===== src/rtl/hseq_pkg.sv =====
package hseq_pkg;
    localparam int MIN_HARTS = 3;
    localparam int PC_STEP   = 4;
endpackage


===== src/rtl/hseq_rr_sel.sv =====
module hseq_rr_sel #(
    parameter int NUM_HARTS = 3,
    parameter int HID_W     = $clog2(NUM_HARTS)
) (
    input  logic             clk,
    input  logic             rst_n,
    input  logic             rdy_i,
    output logic             vld_o,
    output logic             issue_o,
    output logic [HID_W-1:0] hart_o
);
    localparam logic [HID_W-1:0] LAST = HID_W'(NUM_HARTS - 1);

    typedef struct packed {
        logic             vld;
        logic [HID_W-1:0] ptr;
    } sel_t;

    sel_t sel_d, sel_q;

    assign vld_o   = sel_q.vld;
    assign hart_o  = sel_q.ptr;
    assign issue_o = sel_q.vld & rdy_i;

    always_comb begin
        sel_d     = sel_q;
        sel_d.vld = 1'b1;
        if (issue_o) begin
            sel_d.ptr = (sel_q.ptr == LAST) ? '0 : sel_q.ptr + 1'b1;
        end
    end

    always_ff @(posedge clk) begin
        if (!rst_n) begin
            sel_q <= '0;
        end else begin
            sel_q <= sel_d;
        end
    end

    // each issued slot hands the next one to the following hart
    p_rotate_r2: assert property (@(posedge clk) disable iff (!rst_n)
        issue_o |=> hart_o == (($past(hart_o) == LAST) ? '0 : $past(hart_o) + 1'b1));

    // no issue means no movement
    p_stall_hold_r4: assert property (@(posedge clk) disable iff (!rst_n)
        !rdy_i |=> $stable(hart_o));

    // valid from the first edge after reset release
    p_valid_up_r1: assert property (@(posedge clk) disable iff (!rst_n)
        1'b1 |=> vld_o);
endmodule


===== src/rtl/hseq_pc_file.sv =====
module hseq_pc_file
    import hseq_pkg::*;
#(
    parameter int                NUM_HARTS = 3,
    parameter int                PC_W      = 32,
    parameter int                HID_W     = $clog2(NUM_HARTS),
    parameter logic [PC_W-1:0]   BOOT_ADDR = '0
) (
    input  logic             clk,
    input  logic             rst_n,
    input  logic             issue_i,
    input  logic [HID_W-1:0] issue_hart_i,
    input  logic             redir_vld_i,
    input  logic [HID_W-1:0] redir_hart_i,
    input  logic [PC_W-1:0]  redir_pc_i,
    output logic [PC_W-1:0]  fetch_addr_o
);
    localparam logic [HID_W:0]  HART_LIM = (HID_W+1)'(NUM_HARTS);
    localparam logic [PC_W-1:0] STEP     = PC_W'(PC_STEP);

    typedef struct packed {
        logic [NUM_HARTS-1:0][PC_W-1:0] pc;
    } pcs_t;

    pcs_t pcs_d, pcs_q;
    logic redir_ok;

    assign redir_ok     = redir_vld_i && ({1'b0, redir_hart_i} < HART_LIM);
    assign fetch_addr_o = pcs_q.pc[issue_hart_i];

    always_comb begin
        pcs_d = pcs_q;
        for (int h = 0; h < NUM_HARTS; h++) begin
            if (issue_i && issue_hart_i == HID_W'(h)) begin
                pcs_d.pc[h] = pcs_q.pc[h] + STEP;
            end
            if (redir_ok && redir_hart_i == HID_W'(h)) begin
                pcs_d.pc[h] = redir_pc_i;
            end
        end
    end

    always_ff @(posedge clk) begin
        if (!rst_n) begin
            pcs_q <= {NUM_HARTS{BOOT_ADDR}};
        end else begin
            pcs_q <= pcs_d;
        end
    end

    // a valid redirect always lands at the next edge
    p_redirect_r5: assert property (@(posedge clk) disable iff (!rst_n)
        redir_ok |=> pcs_q.pc[$past(redir_hart_i)] == $past(redir_pc_i));

    // an issued slot without redirect advances its hart by one word
    p_step_r3: assert property (@(posedge clk) disable iff (!rst_n)
        (issue_i && !(redir_ok && redir_hart_i == issue_hart_i))
        |=> pcs_q.pc[$past(issue_hart_i)] == $past(fetch_addr_o) + STEP);

    // nothing issued and nothing redirected leaves all PCs alone
    p_pc_hold_r4: assert property (@(posedge clk) disable iff (!rst_n)
        (!issue_i && !redir_vld_i) |=> $stable(pcs_q));
endmodule


===== src/rtl/hseq_swi.sv =====
module hseq_swi #(
    parameter int NUM_HARTS = 3,
    parameter int HID_W     = $clog2(NUM_HARTS)
) (
    input  logic                 clk,
    input  logic                 rst_n,
    input  logic                 set_vld_i,
    input  logic [HID_W-1:0]     set_hart_i,
    input  logic                 clr_vld_i,
    input  logic [HID_W-1:0]     clr_hart_i,
    output logic [NUM_HARTS-1:0] pend_o
);
    localparam logic [HID_W:0] HART_LIM = (HID_W+1)'(NUM_HARTS);

    typedef struct packed {
        logic [NUM_HARTS-1:0] pend;
    } swi_t;

    swi_t swi_d, swi_q;
    logic set_ok, clr_ok;

    assign set_ok = set_vld_i && ({1'b0, set_hart_i} < HART_LIM);
    assign clr_ok = clr_vld_i && ({1'b0, clr_hart_i} < HART_LIM);
    assign pend_o = swi_q.pend;

    always_comb begin
        swi_d = swi_q;
        for (int h = 0; h < NUM_HARTS; h++) begin
            if (set_ok && set_hart_i == HID_W'(h)) begin
                swi_d.pend[h] = 1'b1;
            end
            if (clr_ok && clr_hart_i == HID_W'(h)) begin
                swi_d.pend[h] = 1'b0;
            end
        end
    end

    always_ff @(posedge clk) begin
        if (!rst_n) begin
            swi_q <= '0;
        end else begin
            swi_q <= swi_d;
        end
    end

    // clear always wins on its own flag
    p_clear_wins_r8: assert property (@(posedge clk) disable iff (!rst_n)
        clr_ok |=> !pend_o[$past(clr_hart_i)]);

    // an uncontested set raises the flag
    p_set_r7: assert property (@(posedge clk) disable iff (!rst_n)
        (set_ok && !(clr_ok && clr_hart_i == set_hart_i)) |=> pend_o[$past(set_hart_i)]);

    // no valid request, no flag change
    p_idle_hold_r10: assert property (@(posedge clk) disable iff (!rst_n)
        (!set_ok && !clr_ok) |=> $stable(pend_o));
endmodule


===== src/rtl/hart_sequencer.sv =====
module hart_sequencer #(
    parameter int              NUM_HARTS = 3,
    parameter int              PC_W      = 32,
    parameter int              HID_W     = $clog2(NUM_HARTS),
    parameter logic [PC_W-1:0] BOOT_ADDR = PC_W'(32'h0000_1000)
) (
    input  logic                 clk,
    input  logic                 rst_n,
    input  logic                 fetch_rdy_i,
    input  logic                 redir_vld_i,
    input  logic [HID_W-1:0]     redir_hart_i,
    input  logic [PC_W-1:0]      redir_pc_i,
    input  logic                 swi_set_vld_i,
    input  logic [HID_W-1:0]     swi_set_hart_i,
    input  logic                 swi_clr_vld_i,
    input  logic [HID_W-1:0]     swi_clr_hart_i,
    output logic                 fetch_vld_o,
    output logic [HID_W-1:0]     fetch_hart_o,
    output logic [PC_W-1:0]      fetch_addr_o,
    output logic [NUM_HARTS-1:0] swi_pend_o
);
    logic issue;

    hseq_rr_sel #(
        .NUM_HARTS (NUM_HARTS),
        .HID_W     (HID_W)
    ) u_sel (
        .clk     (clk),
        .rst_n   (rst_n),
        .rdy_i   (fetch_rdy_i),
        .vld_o   (fetch_vld_o),
        .issue_o (issue),
        .hart_o  (fetch_hart_o)
    );

    hseq_pc_file #(
        .NUM_HARTS (NUM_HARTS),
        .PC_W      (PC_W),
        .HID_W     (HID_W),
        .BOOT_ADDR (BOOT_ADDR)
    ) u_pcs (
        .clk          (clk),
        .rst_n        (rst_n),
        .issue_i      (issue),
        .issue_hart_i (fetch_hart_o),
        .redir_vld_i  (redir_vld_i),
        .redir_hart_i (redir_hart_i),
        .redir_pc_i   (redir_pc_i),
        .fetch_addr_o (fetch_addr_o)
    );

    hseq_swi #(
        .NUM_HARTS (NUM_HARTS),
        .HID_W     (HID_W)
    ) u_swi (
        .clk        (clk),
        .rst_n      (rst_n),
        .set_vld_i  (swi_set_vld_i),
        .set_hart_i (swi_set_hart_i),
        .clr_vld_i  (swi_clr_vld_i),
        .clr_hart_i (swi_clr_hart_i),
        .pend_o     (swi_pend_o)
    );

    // a held slot keeps its address
    p_addr_hold_r4: assert property (@(posedge clk) disable iff (!rst_n)
        (!fetch_rdy_i && !redir_vld_i) |=> $stable(fetch_addr_o));
endmodule


===== config.mk =====
export PLATFORM = sky130hd
export DESIGN_NAME = hart_sequencer
export DESIGN_NICKNAME = d
export VERILOG_FILES = /design/src/rtl/hseq_pkg.sv /design/src/rtl/hseq_rr_sel.sv /design/src/rtl/hseq_pc_file.sv /design/src/rtl/hseq_swi.sv /design/src/rtl/hart_sequencer.sv
export SDC_FILE = /design/constraint.sdc
export NUM_CORES = 1
export LEC_CHECK = 0
export BUFFER_PORTS_ARGS = -buffer_cell sky130_fd_sc_hd__buf_2
export CORE_MARGIN = 5
export CORE_UTILIZATION = 40
export DETAILED_ROUTE_END_ITERATION = 10
export GPL_TIMING_DRIVEN = 0
export MAX_ROUTING_LAYER = met4
export PLACE_DENSITY = 0.59
export SLEW_MARGIN = 20
export SYNTH_ARGS = -nofsm -noshare
export SYNTH_HDL_FRONTEND = slang
export SYNTH_SLANG_ARGS = --single-unit

===== constraint.sdc =====
create_clock -name clk -period 2.65 [get_ports clk]
set_input_delay 0.1325 -clock clk [delete_from_list [all_inputs] [get_ports clk]]
set_output_delay 0.1325 -clock clk [all_outputs]
set_load 0.01 [all_outputs]

# Yosys cells after proc, flatten, opt, wreduce, memory -nomap -nowiden
# Cells that the tools add are included.
[word_totals] ff_bits=102 input_bits=44 out_inout_bits=38
[op_classes] addsub=4 order_cmp=4 eq_ne=8 muxes=11 bitwise_logic=2 n_reduce_logical=25
[op_table] operator="$mux 32" n=7
[op_table] operator="$add 32x3->32 const B" n=3
[op_table] operator="$bmux 32 s2" n=1
[op_table] operator="$logic_and 1x1->1" n=15
[op_table] operator="$eq 2x1->1 const B" n=4
[op_table] operator="$eq 2x2->1 const B" n=4
[op_table] operator="$logic_not 2->1" n=4
[op_table] operator="$lt 2x2->1 const B" n=3
[op_table] operator="$reduce_bool 2->1" n=3
[op_table] operator="$reduce_or 2->1" n=3
[op_table] operator="$mux 2" n=2
[op_table] operator="$lt 2x3->1 const B" n=1
[op_table] operator="$mux 3" n=1
[op_table] operator="$add 2x1->2 const B" n=1
[op_table] operator="$and 1x1->1" n=1
[op_table] operator="$not 1->1" n=1

# Depth between registers and ports, before layout
# Gate-level depths: netlist of the first run.
[depth] ltp_word=4 ltp_mapped=7

# By module
# Synthesis of the first run repeated with hierarchy kept, for this count alone.
[hier_totals] cells_unflattened=760 area_unflattened_um2=6079.6
[by_module_without_submodules] module="hseq_pc_file" instances=1 cells_each=738 area_per_inst_um2=5824.3 seq_area_each_um2=1921.8
[by_module_without_submodules] module="hseq_swi" instances=1 cells_each=12 area_per_inst_um2=136.4 seq_area_each_um2=60.1
[by_module_without_submodules] module="hseq_rr_sel" instances=1 cells_each=10 area_per_inst_um2=118.9 seq_area_each_um2=60.1

# Worst setup path after synthesis of the first run
# Ideal clock, no wire load.
[synth_timing] path_kind="reg-to-reg" start="register u_sel.sel_q (netlist bit u_sel.vld_o)" end="register u_pcs.pcs_q[56] (netlist bit)" setup_ns=0.133 arrival_ns=1.850 required_ns=2.517 slack_ns=0.667 path_stages_with_launch=8 path_buffers=2 cell_sequence="dfxtp_1 nand4b_2 or4_1 buf_2 buf_6 nor3_1 xnor2_1 a21oi_1"
[synth_via] elab_chain_len=3
[synth_rtl] item="start: declaration" line="hseq_rr_sel.sv:19" rtl="sel_t sel_d, sel_q;"
[synth_rtl] item="start signal: assignment" line="hseq_rr_sel.sv:37" rtl="sel_q <= sel_d;"
[synth_rtl] item="$and 1x1->1" line="hseq_rr_sel.sv:23" rtl="assign issue_o = sel_q.vld & rdy_i;"
[synth_rtl] item="$logic_and 1x1->1" line="hseq_pc_file.sv:34" rtl="if (issue_i && issue_hart_i == HID_W'(h)) begin"
[synth_rtl] item="$reduce_bool 2->1 (no line)"
[synth_rtl] item="end signal: assignment" line="hseq_pc_file.sv:45" rtl="pcs_q <= {NUM_HARTS{BOOT_ADDR}};"
[synth_rtl] item="end signal: assignment" line="hseq_pc_file.sv:47" rtl="pcs_q <= pcs_d;"
[synth_rtl] item="end: declaration" line="hseq_pc_file.sv:25" rtl="pcs_t pcs_d, pcs_q;"
# No other way between the ends.
# A chain may end at the register's enable or synchronous reset.

# Final worst setup path of the first run
[layout_timing] start="register u_sel.sel_q (netlist bit u_sel.hart_o[0])" end="output port fetch_addr_o[15]"
[layout_via] elab_chain_len=2
[layout_rtl] item="$bmux 32 s2" line="hseq_pc_file.sv:29" rtl="assign fetch_addr_o = pcs_q.pc[issue_hart_i];"
[layout_rtl] item="$mux 32 (not written as such)" line="hseq_pc_file.sv:29"
[layout_rtl] item="end: declaration" line="hart_sequencer.sv:19" rtl="output logic [PC_W-1:0] fetch_addr_o,"
# No other way between the ends. The select of a mux whose other input is x is not followed.

==> results of run 1 <==
metal layers:
layer	wire length, um	part of all wire	track usage
met1	10100	0.47	0.343
met2	9310	0.44	0.357
met3	1600	0.075	0.0546
met4	364	0.017	0.0714
met5	0	0	-
power breakdown:
part,internal (mW),leakage (nW),switching (mW),total [mW]
combinational,0.185,1.37,0.285,0.470
sequential,1.61,0.835,0.100,1.71
clock,0.632,0.123,0.598,1.23
total,2.43,2.33,0.983,3.41
cell usage in the layout, fill, tap and decap left out, types with 2 or more instances in the layout:
cell type,n
and4b_1,3
xor2_1,38
or4_1,2
clkbuf_2,3
nand3b_1,2
nor2_1,38
clkbuf_16,9
ha_1,3
a311oi_1,9
or3_1,3
a31oi_1,3
dlygate4sd3_1,4
nor4_1,14
clkbuf_1,48
a22oi_1,6
buf_1,2
and4_1,14
dfxtp_1,102
xnor2_1,42
buf_2,83
clkinv_2,2
nand3_1,32
o22ai_1,7
mux2i_1,36
a211oi_1,17
nand4b_1,2
nor3_2,4
a21oi_1,64
nand2_1,82
and2_1,5
nor3_1,17
nand4bb_1,2
nand4_1,24
and3_1,11
o21ai_0,94
nor3b_1,3
inv_1,14
final timing paths:
check	startpoint	to	slack [ps]
max reg2reg	u_sel.hart_o[1]$_SDFFE_PN0P_	u_pcs.pcs_q[81]$_SDFFE_PN0P_	240
min	swi_clr_vld_i	u_swi.pend_o[2]$_SDFFE_PP0P_	3
min reg2reg	u_pcs.pcs_q[0]$_SDFFE_PN0P_	u_pcs.pcs_q[0]$_SDFFE_PN0P_	460
max	u_sel.hart_o[0]$_SDFFE_PN0P_	fetch_addr_o[15]	160
critical path, delay by kind of cell (launching register included):
kind / cells / cell delay [ps]
buffers and inverters: 3 / 1090
flip-flops: 1 / 410
multiplexers: 1 / 380
AO/OA/AOI/OAI: 1 / 110
through the flow:
stage | area, um2 | hold WS, ps | power (mW) | instances | util
after floorplan | 5960 | 160 | 1.99 | 758 | -
final | 6890 | 2.78 | 3.41 | 1042 | 0.472
after detailed placement | 6600 | 281 | 2.20 | 1023 | 0.452
after global placement | 6590 | 282 | 2.20 | 1023 | 0.452
after global routing | 6890 | 17.1 | 3.53 | 1042 | 0.472
after CTS | 6890 | 0.300 | 3.41 | 1042 | 0.472
flip-flops by register name, summed over array words and instances (netlist names):
register and flops:
u_sel.vld_o 1, u_swi.pend_o 3, u_sel.hart_o 2, u_pcs.pcs_q 96
kinds of logic after synthesis:
family	Yosys count
and+or+nand+nor	266
AOI/OAI and AO/OA	204
DFF	102
xor gates and xnor gates	80
buffers and inverters	67
muxes	36
adders and majority gates	3
timing repair:
item	4_1_cts	5_1_grt
endpoints found under the hold margin	3	0
hold buffers	4	0
endpoints found under the setup margin	0	23
gates resized for setup	0	6
area by class of cell:
| class | instances | area, um2 | area share |
|---|---|---|---|
| plain buffers | 52 | 209 | 0.0303 |
| clock buffers | 13 | 240 | 0.0349 |
| clock inverters | 2 | 10.0 | 0.00145 |
| inverters | 15 | 56.3 | 0.00817 |
| multi-input cells | 589 | 3660 | 0.531 |
| flip-flops and latches | 102 | 2040 | 0.296 |
| well taps | 184 | 230 | 0.0334 |
| repair buffers | 85 | 445 | 0.0646 |
==> run_results.csv, run 1 <==
group,metric,value,unit
cells_and_area,fill_cells,1496,
yosys,synth_flop_cell,"dfxtp_1",
route,drc_errors,0,
yosys,syn-instance-count,758,
route,wl_per_cell,20.5,um
critical_path,critPathMostFrequentCell,"buf_2",
clock_tree,cts_made_buffers,9,
place,hpwl,16.0,mm
cells_and_area,antenna_cells,0,
hold_path,hold_depth,2,
yosys,synthXorXnorAreaFrac,0.118,
grt,grt_overflow,0,
yosys,ys_top_cells_by_count,"dfxtp_1, o21ai_0, nand2_1, a21oi_1, clkbuf_1",
route,vias_per_cell,5.80,
yosys,ys_warn_count,0,
timing,fmax,402,MHz
power,powerDensity,495,nW/um2
critical_path,slowest_delay,670,ps
clock_tree,cts_tree,"yes",
route,drtPass1Iterations,4,
clock_tree,clock_latency,360,ps
critical_path,worstPathCellList,"buf_2 > clkbuf_1 > mux2i_1 > o21ai_0 > buf_2",
clock_tree,path_clk_slew,70,ps
timing,fin_ws,162,ps
yosys,synth_edf_count,0,
yosys,yosysTopAreaCellShare,0.343,
cells_and_area,drive_above_1_share,0.124,
critical_path,critical_path.max_fanout,10,
route,detailroute.via_count,6043,
grt,first_global_vias,5617,
flow_run,max_cap_viol_count,0,
route,drt_iter0_drc,456,
hold_path,min_path_type,"input port to register",
yosys,syn_area,5960,um2
timing,min_period,2490,ps
route,finalWirelength,21.4,mm
timing,hold_violations,0,
yosys,synth_area_per_cell,7.86,um2
cells_and_area,final_nets,901,
die,die_y,132,um
yosys,synth_fa_ha_area_frac,0.00630,
clock_tree,clkSinkCount,102,
yosys,synth-async-reset-ratio,0,
critical_path,critPathKind,"register to primary output",
grt,grt_usage,0.246,
die,die_x,132,um
critical_path,cp_slowest_cell,"clkbuf_1",
die,initial_utilization,0.408,
critical_path,crit_path_start_kind,"register",
place,dp_slack,274,ps
yosys,yosysTopAreaCell,"dfxtp_1",
die,dieArea,17400,um2
die,core_area,14600,um2
yosys,synth_top_family_by_area,"simple AND/OR/NAND/NOR gates",
yosys,synth_most_common_cell,"dfxtp_1",
timing,finalSetupViolCount,0,
route,postRouteAntennaNets,0,
timing,drv_slew,0,
place,io_buffer_count,81,
timing,period_share,0.939,
die,rows,44,
critical_path,worstPathArrival,2360,ps
die,io_pins,82,
yosys,synth_mux_area_frac,0.0605,
grt,grt_max_degree,15,
critical_path,required,2520,ps
yosys,yosysSeqAreaShare,0.343,
yosys,synth_area_leaders,"dfxtp_1, o21ai_0, xnor2_1",
yosys,yosysUniqueCellTypes,46,
timing,rsz0062_at_grt,"false",
grt,grt_first_pass_wirelength,32.8,mm
timing,maxSlewHeadroom,0.328,
timing,worst_pin_slew,999,ps
yosys,syn-num-nets,805,
power,p_leak,2.33,nW
power,peakVddDrop,0.293,mV
yosys,yosys.area_share.simple,0.238,
clock_tree,clock_tree.root_cell,"clkbuf_16",
clock_tree,htree_levels,3,
run_status,status,"finished clean",
place,gp_congestion,0.949,
timing,skew,8.30,ps
yosys,ys_ff_latch,102,
critical_path,reg2reg_depth,6,
critical_path,end_kind,"primary output",
yosys,synth-compound-area-share,0.191,
clock_tree,ctsLongestPathBuffers,2,
timing,fin_tns_setup,0,ps
clock_tree,post_cts_buffers,0,
cells_and_area,syn_to_final_growth,15.7,%
grt,antenna_found_initial,0,
No activity file was read; power rests on OpenSTA's default activity.
==> run 2, diff against run 1 <==
ABC_AREA = 1   (was default)
CORE_MARGIN = 10   (was 5)
PLACE_DENSITY = 0.58   (was 0.59)
==> run 2 against run 1 <==
Utilization down 0.67 points. First-iteration DRC count grew 46%. Sequential power about the same. Non-clock buffer count shrank 17. Register-to-register slack better by 460 ps. Worst hold slack improved by 28 ps. Sequential cell count did not move. Area after synthesis grew 18%. Count of clock-buffer cells in the layout is the same. Clock power is 16% higher. Largest cell class unchanged.
==> run_results.csv, run 2 <==
group,metric,value,unit
die,core_area,17300,um2
yosys,synth_area_per_cell,5.94,um2
timing,period_share,0.911,
yosys,ys_ff_latch,102,
hold_path,min_path_type,"input port to register",
die,initial_utilization,0.407,
timing,drv_slew,0,
cells_and_area,largest_reg_flops,96,
clock_tree,post_cts_buffers,0,
critical_path,end_kind,"primary output",
clock_tree,htree_levels,3,
power,peakVddDrop,0.308,mV
power,powerDensity,452,nW/um2
yosys,synth_flop_cell,"dfxtp_1",
clock_tree,clock_latency,370,ps
critical_path,worstPathArrival,2280,ps
timing,finalSetupViolCount,0,
power,pwr-share-comb,0.148,
cells_and_area,design_area,8050,um2
timing,hold_violations,0,
timing,min_period,2420,ps
yosys,yosysSeqAreaShare,0.290,
route,drc_errors,0,
flow_run,max_cap_viol_count,0,
clock_tree,cts_resized,0,
power,seq_power_share,0.461,
clock_tree,ctsLongestPathBuffers,2,
cells_and_area,regMostFlops,"u_pcs.pcs_q",
die,io_pins,82,
route,vias_per_cell,5.30,
critical_path,crit_path_start_kind,"register",
place,place_area,7730,um2
place,gp_congestion,0.980,
power,intPower,2.52,mW
critical_path,required,2520,ps
cells_and_area,fill_cells,1926,
grt,grt_usage,0.236,
timing,fin_tns_setup,0,ps
timing,worst_pin_slew,790,ps
cells_and_area,final_cell_mix,"nand2_1, inv_1, nor2_1, dfxtp_1, a21oi_1",
clock_tree,cts_hold_buf,2,
critical_path,critPathKind,"register to primary output",
yosys,syn-instance-count,1186,
route,finalWirelength,27.9,mm
cells_and_area,final_nets,1327,
cells_and_area,final_common_cell,"nand2_1",
place,hpwl,22.2,mm
timing,skew,7.72,ps
route,detailroute.via_count,7996,
yosys,synth_area_leaders,"dfxtp_1, nand2_1, inv_1",
clock_tree,cts_made_buffers,9,
clock_tree,clkSinkCount,102,
yosys,yosysUniqueCellTypes,36,
cells_and_area,antenna_cells,0,
cells_and_area,syn_to_final_growth,14.4,%
yosys,syn_area,7040,um2
yosys,syn-num-nets,1233,
timing,fmax,414,MHz
grt,first_global_vias,7570,
yosys,synth-async-reset-ratio,0,
yosys,ys_top_cells_by_count,"nand2_1, inv_1, nor2_1, dfxtp_1, a21oi_1",
timing,rsz0062_at_grt,"false",
grt,grt_max_degree,17,
grt,grt_first_pass_wirelength,42.1,mm
timing,maxSlewHeadroom,0.473,
die,rows,48,
yosys,synth_edf_count,0,
clock_tree,cts_tree,"yes",
die,dieArea,23300,um2
cells_and_area,drive_above_1_share,0.106,
clock_tree,path_clk_slew,80,ps
yosys,ys_warn_count,0,
grt,antenna_found_initial,0,
power,swShare,0.308,
critical_path,critical_path.max_fanout,10,
die,die_x,153,um
yosys,yosysTopAreaCell,"dfxtp_1",
power,power.clock.fraction,0.391,
route,wl_per_cell,18.5,um
power,p_leak,3.16,nW
power,power_switching,1.12,mW
route,postRouteAntennaNets,0,
grt,grt_overflow,0,
run_status,status,"finished clean",
route,drt_iter0_drc,668,
route,drtPass1Iterations,6,
yosys,yosysTopAreaCellShare,0.290,
clock_tree,clock_tree.root_cell,"clkbuf_16",
yosys,synth_most_common_cell,"nand2_1",
die,die_y,153,um
place,io_buffer_count,81,
==> run 2: cell count changes in the layout (fill, tap and decap cells not counted), moves of 29 or more <==
cell,change
nand2_1,+239
nor2_1,+89
inv_1,+173
nand3_1,+47
clkbuf_1,-29
a21oi_1,+29
mux2i_1,-36
xnor2_1,-33
o22ai_1,+39
==> run 2: path summary, 6_finish.rpt <==
path                                                    from                      endpoint  slack (ps)  cells after the start
worst max-delay path            u_sel.hart_o[1]$_SDFFE_PN0P_               fetch_addr_o[9]         230                      6
worst max register to register  u_sel.hart_o[1]$_SDFFE_PN0P_  u_pcs.pcs_q[68]$_SDFFE_PN0P_         700                      7
worst min-delay path                           redir_pc_i[1]   u_pcs.pcs_q[1]$_SDFFE_PN0P_          30                      3
worst min register to register  u_pcs.pcs_q[65]$_SDFFE_PN0P_  u_pcs.pcs_q[65]$_SDFFE_PN0P_         460                      2
==> run 2: final cells by class <==
class | instances | area, um2 | share of cell area
Sequential cell | 102 | 2040 | 0.254
Timing Repair Buffer | 83 | 425 | 0.0528
Multi-Input combinational cell | 850 | 4080 | 0.506
Buffer | 37 | 185 | 0.0230
Tap cell | 225 | 282 | 0.0350
Clock buffer | 13 | 280 | 0.0348
Clock inverter | 3 | 25.0 | 0.00311
Inverter | 197 | 739 | 0.0918
==> run 2: power groups by stage <==
stage | clock network [mW] | registers (mW) | logic [mW]
after detailed placement | 0 | 1.71 | 0.528
after global placement | 0 | 1.71 | 0.525
after global routing | 1.50 | 1.69 | 0.587
after floorplan | 0 | 1.69 | 0.315
after CTS | 1.44 | 1.67 | 0.531
final | 1.43 | 1.68 | 0.539
==> run 2: critical path, stage by stage, from the launching register on <==
cell     delay [ps]
dfxtp_1         390
nor2_1          180
buf_2           290
buf_1           430
a22oi_1         240
o21ai_0         180
buf_2           190
==> run 2: kinds of logic (layout without fill, tap and decap cells) <==
group	count (synthesis)	count (layout)	synth area share
xor+xnor	26	26	0.0323
compound gates	265	265	0.214
buf+inv	234	333	0.131
simple gates	556	556	0.327
fa+ha+maj	3	3	0.00533
flops	102	102	0.290
==> run 2: metal layers <==
metal | share of wire | global-route usage
met3 | 0.079 | 0.0378
met4 | 0.027 | 0.0777
met5 | 0 | -
met1 | 0.44 | 0.300
met2 | 0.46 | 0.373
==> run 2: through the flow <==
step	setup slack [ps]	std cells	hold WS, ps	power, mW	utilization
after global placement	666	1492	318	2.23	0.447
after detailed placement	665	1492	322	2.24	0.447
final	235	1510	30.6	3.64	0.466
after CTS	266	1510	29.2	3.64	0.466
after global routing	130	1510	53.8	3.78	0.466
after floorplan	1170	1186	160	2.00	-
